File: src/rtl/masked_simon_serial.sv
module masked_simon_serial #(
  parameter int WORD   = 64,
  parameter int ROUNDS = 68
) (
  input  logic clk,
  input  logic rst_n,
  input  logic start,
  input  logic pa_bit,
  input  logic pb_bit,
  input  logic ka_bit,
  input  logic kb_bit,
  input  logic rnd_bit,
  output logic key_take,
  output logic ct_a,
  output logic ct_b,
  output logic ct_vld,
  output logic done
);
  localparam int WIN  = 8;
  localparam int BLK  = 2 * WORD;
  localparam int CW   = $clog2(BLK);
  localparam int RW   = $clog2(ROUNDS);
  localparam logic [CW-1:0] LAST_BLK  = CW'(BLK - 1);
  localparam logic [CW-1:0] LAST_WORD = CW'(WORD - 1);
  localparam logic [RW-1:0] LAST_RND  = RW'(ROUNDS - 1);

  typedef enum logic [1:0] {S_IDLE, S_LOAD, S_RUN, S_OUT} state_t;

  state_t        st;
  logic [CW-1:0] cnt;
  logic [RW-1:0] rnd;
  logic          odd;

  logic [1:0] din, kin, s1, s2, s8, xo, yo, andv, nb;

  assign odd = rnd[0];
  assign din = {pb_bit, pa_bit};
  assign kin = {kb_bit, ka_bit};

  always_comb begin
    andv[0] = (s1[0] & s8[0]) ^ rnd_bit;
    andv[1] = ((rnd_bit ^ (s1[0] & s8[1])) ^ (s1[1] & s8[0])) ^ (s1[1] & s8[1]);
    for (int s = 0; s < 2; s++)
      nb[s] = yo[s] ^ kin[s] ^ s2[s] ^ andv[s];
  end

  for (genvar g = 0; g < 2; g++) begin : g_share
    logic [WORD-1:0] xf, yf;
    logic [WIN-1:0]  ra, rb;
    logic [WIN-1:0]  win;

    assign win   = odd ? rb : ra;
    assign s1[g] = win[0];
    assign s2[g] = win[1];
    assign s8[g] = win[WIN-1];
    assign xo[g] = xf[0];
    assign yo[g] = yf[0];

    always_ff @(posedge clk) begin
      case (st)
        S_LOAD: begin
          xf <= {din[g], xf[WORD-1:1]};
          yf <= {xf[0], yf[WORD-1:1]};
          ra <= {ra[WIN-2:0], din[g]};
        end
        S_RUN: begin
          xf <= {nb[g], xf[WORD-1:1]};
          yf <= {xf[0], yf[WORD-1:1]};
          if (odd) begin
            rb <= {rb[WIN-2:0], xf[0]};
            ra <= {ra[WIN-2:0], nb[g]};
          end else begin
            ra <= {ra[WIN-2:0], xf[0]};
            rb <= {rb[WIN-2:0], nb[g]};
          end
        end
        S_OUT: begin
          xf <= {1'b0, xf[WORD-1:1]};
          yf <= {xf[0], yf[WORD-1:1]};
        end
        default: ;
      endcase
    end
  end

  always_ff @(posedge clk) begin
    if (!rst_n) begin
      st   <= S_IDLE;
      cnt  <= '0;
      rnd  <= '0;
      done <= 1'b0;
    end else begin
      done <= 1'b0;
      case (st)
        S_IDLE: if (start) begin
          st  <= S_LOAD;
          cnt <= '0;
          rnd <= '0;
        end
        S_LOAD: begin
          cnt <= cnt + 1'b1;
          if (cnt == LAST_BLK) begin
            st  <= S_RUN;
            cnt <= '0;
          end
        end
        S_RUN: begin
          if (cnt == LAST_WORD) begin
            cnt <= '0;
            if (rnd == LAST_RND) st <= S_OUT;
            else rnd <= rnd + 1'b1;
          end else begin
            cnt <= cnt + 1'b1;
          end
        end
        S_OUT: begin
          cnt <= cnt + 1'b1;
          if (cnt == LAST_BLK) begin
            st   <= S_IDLE;
            cnt  <= '0;
            done <= 1'b1;
          end
        end
        default: st <= S_IDLE;
      endcase
    end
  end

  assign key_take = (st == S_RUN);
  assign ct_vld   = (st == S_OUT);
  assign ct_a     = ct_vld & yo[0];
  assign ct_b     = ct_vld & yo[1];
endmodule

File: config.mk
export PLATFORM = sky130hd
export DESIGN_NAME = masked_simon_serial
export DESIGN_NICKNAME = d
export VERILOG_FILES = /design/src/rtl/masked_simon_serial.sv
export SDC_FILE = /design/constraint.sdc
export NUM_CORES = 1
export LEC_CHECK = 0
export ABC_CLOCK_PERIOD_IN_PS = 16600
export BUFFER_PORTS_ARGS = -buffer_cell sky130_fd_sc_hd__buf_4
export CAP_MARGIN = 20
export CORE_MARGIN = 2
export CORE_UTILIZATION = 45
export CTS_BUF_LIST = sky130_fd_sc_hd__clkbuf_4
export CTS_CLUSTER_SIZE = 16
export DETAILED_ROUTE_END_ITERATION = 16
export GPL_TIMING_DRIVEN = 0
export SYNTH_ARGS = -nofsm -noshare
export SYNTH_HDL_FRONTEND = slang
export SYNTH_SLANG_ARGS = --single-unit
File: constraint.sdc
create_clock -name clk -period 16.6 [get_ports clk]
set_input_delay 3.32 -clock clk [delete_from_list [all_inputs] [get_ports clk]]
set_output_delay 3.32 -clock clk [all_outputs]
set_load 0.01 [all_outputs]
==> results by group <==
Run status
  – Status: completed

Detailed routing
  – DRC: 0
  – Detail Route Antenna Nets: 0
  – Routed WL: around 13 mm
  – Met2 routed WL: around 5.5 mm
  – Via/cell ratio: about 5
  – Drt wl/cell: ~16 um
  – Metal3 WL: ~620 um
  – First-pass iteration count of the detailed router: 4
  – Vias: about 4200
  – DR iter-0 viols: around 310
  – Top sig layer: met4
  – Routed met1 length: just under 7 mm

Global routing
  – Antenna violations before repair: 0
  – Pin count of the biggest net entering global routing: around 150
  – Grt ovf: 0
  – First-pass GRT wire length: 21.8 mm
  – Gr usage total: 11.8%
  – Vias in the first global route: between 4000 and 5000

Clock network
  – Num Clock Sinks: 305
  – CTS tree: yes
  – Clock root buffer: clkbuf_4
  – Number of post-CTS setup repair buffers: 0
  – CTS H-tree depth: 3
  – Worst-case clock buffer depth: 3
  – Skew-Pair Late Insertion Delay: ~0.63 ns
  – Quantity of gates resized following cts: 0
  – Hold buffers post-CTS: 0
  – Num CTS Buffers: 76
  – Clk slew on worst S/H paths: roughly 0.070 ns

Timing
  – Final Max Slew Viols: 0
  – Peak Freq: approximately 180 MHz
  – # setup viols final: 0
  – Final Cycle Share: around a third
  – Slew @ Worst Pin: approximately 1.1 ns
  – Slew margin rel.: around 30%
  – Max Clock Skew: slightly below 0.02 ns
  – Hold WS: ~0.40 ns
  – Setup TNS: 0 ns
  – RSZ-0062 raised after global routing: no
  – Crit path time final: ~5.4 ns
  – Final hold viol count: 0

Logic synthesis
  – Netlist Area Pre-Place: between 9000 and 10000 um2
  – Sequential-to-total area share from yosys stat: roughly nine tenths
  – Top cells by area, synth: edfxtp_1 (87%), dfxtp_1 (3.4%), ha_1 (0.89%)
  – Commonest register cell after synthesis: edfxtp_1
  – Cells after synthesis: between 400 and 500
  – Synth cell count leaders: edfxtp_1 (288), nand2_1 (18), dfxtp_1 (17)
  – Syn Nets: 461
  – Synth top area share: between 80 and 90%
  – Ys Warns: 0
  – Library cells used by synthesis: 42
  – Post-synth EDFFs: 288
  – Synthesis-stage register bit count: 305
  – Async SR Flop Fraction: 0%
  – Area leader, netlist: edfxtp_1
  – Syn Area/Cell: between 20 and 25 um2
  – Count leader, synth: edfxtp_1

Finish
  – Fillers: 1732
  – # diodes: 0
  – Layout area overhead: 13.2%
  – Share of layout cells above drive strength 1: roughly a fifth
  – Final net count: approximately 550
  – Area of the multi-input gates: ~860 um2
  – Finished Core Util: 51.6%
  – FF+latch area: ~9000 um2

Critical path
  – CP endpoint kind: output pin
  – Worst EP arrival: 2.12 ns
  – Path depth of the worst reg2reg path: 7
  – FF-to-FF setup slack: between 10 and 15 ns
  – RR Startpoint: st[0]
  – Setup CP Type: flip-flop to output pin
  – Crit path required time: approximately 13 ns
  – CP max FO: 21
  – Critical R2R Capture: cnt[5]
  – CP startpoint kind: flip-flop

Power
  – Leak: ~3.7 nW
  – Flop pwr share: 64.2%
  – Comb power frac: a little over an eighth
  – Net switching power figure: roughly 0.64 mW
  – Sw frac: 26.2%
  – P_int: between 1.5 and 2 mW
  – Clock power share: between 20% and 30%
  – Max IR drop VDD: between 0.00015 and 0.0002 V
  – Final Power: around 2.4 mW
  – Cell Pwr Density: ~220 nW/um2

Min path
  – Worst hold-check path type: flip-flop to flip-flop
  – Hold EP: g_share[0].xf[28]
  – Worst hold path cell count: 0
  – Min-delay src: g_share[0].xf[29]

Flow run
  – Max-Cap Viols: 0

Placement
  – RePlAce Congestion: 0.755
  – Port buffer count: 12
  – DP HPWL: ~6 mm

Floorplanning
  – Die Ht: 152 um
  – Die width: between 150 and 200 um
  – Starting Density: a little under half
  – DIE AREA: around 23000 um2
  – Boundary Pins: 13
  – # rows: 54
  – Placeable Area: roughly 22000 um2
==> metrics by stage <==
step	instances	instance area, um2	setup slack (ns)
after detailed placement	739	10400	11.80
after CTS	857	11200	11.13
final	857	11200	11.16
after floorplan	446	9890	10.33
after global placement	738	10300	8.94
after global routing	857	11200	10.98
==> cells by family after synthesis <==
family | share of synthesized area, %
fa+ha+maj | 0.885
compound gates | 2.23
xor+xnor | 1.24
simple gates | 3.61
buf+inv | 0.443
mux | 0.721
flops | 90.9
==> layer usage <==
layer	vias to the layer above	global-route usage, %
li1	1971	-
met1	2126	17.9
met2	88	14.9
met3	25	4.49
met4	0	5.52
met5	-	0
==> critical path, cell delays in order (launching register included) <==
cell	delay, ns
dfxtp_1	0.34
inv_1	0.13
ha_1	0.78
buf_4	0.25
==> state kept, by name, summed over array words and instances (netlist names) <==
| name | cells |
|---|---|
| g_share.ra | 16 |
| g_share.yf | 128 |
| cnt | 7 |
| done | 1 |
| g_share.xf | 128 |
| g_share.rb | 16 |
| st | 2 |
| rnd | 7 |
==> area by class of cell <==
class / count / area share, %
flip-flops and latches: 305 / 80.3
multi-input cells: 130 / 7.66
clock buffers: 96 / 6.44
well taps: 280 / 3.13
repair buffers: 13 / 1.05
clock inverters: 22 / 0.994
inverters: 7 / 0.302
plain buffers: 4 / 0.156
==> how the worst max path moves through the flow <==
stage            from          endpoint  slack (ns)  cells after the start
2_1_floorplan   st[0]            cnt[6]       10.33                      5
3_3_place_gp    st[0]            cnt[6]        8.94                      5
3_5_place_dp   kb_bit  g_share[1].ra[0]       11.80                      6
4_1_cts         st[0]          key_take       11.13                      3
5_1_grt         st[0]          key_take       10.98                      3
6_report        st[0]          key_take       11.16                      3
==> cells in the final DEF (no fill, tap or decap), drive strengths merged, types with 2 or more instances in the layout <==
cell,Yosys,routed
nor4,2,2
nand4b,2,2
nor2b,3,3
dfxtp,17,17
a22o,2,2
and4,2,2
or3,5,5
or4,2,2
clkinv,1,18
inv,6,10
edfxtp,288,288
a21oi,12,12
nor2,8,8
nand3b,2,2
nand3,8,8
buf,2,15
nand2,18,18
nor3,6,6
xnor2,6,6
and2,3,3
ha,7,7
xor2,8,8
o21ai,12,12
clkbuf,2,98
mux2i,6,6
==> power by group through the flow <==
| stage | clock network (mW) | logic, mW | registers, mW |
|---|---|---|---|
| final | 0.553 | 0.317 | 1.56 |
| after global routing | 0.624 | 0.355 | 1.60 |
| after CTS | 0.581 | 0.322 | 1.57 |
| after detailed placement | 0 | 0.321 | 1.57 |
| after global placement | 0 | 0.286 | 1.68 |
| after floorplan | 0 | 0.228 | 1.60 |
Power figures use the tool's default switching activity.
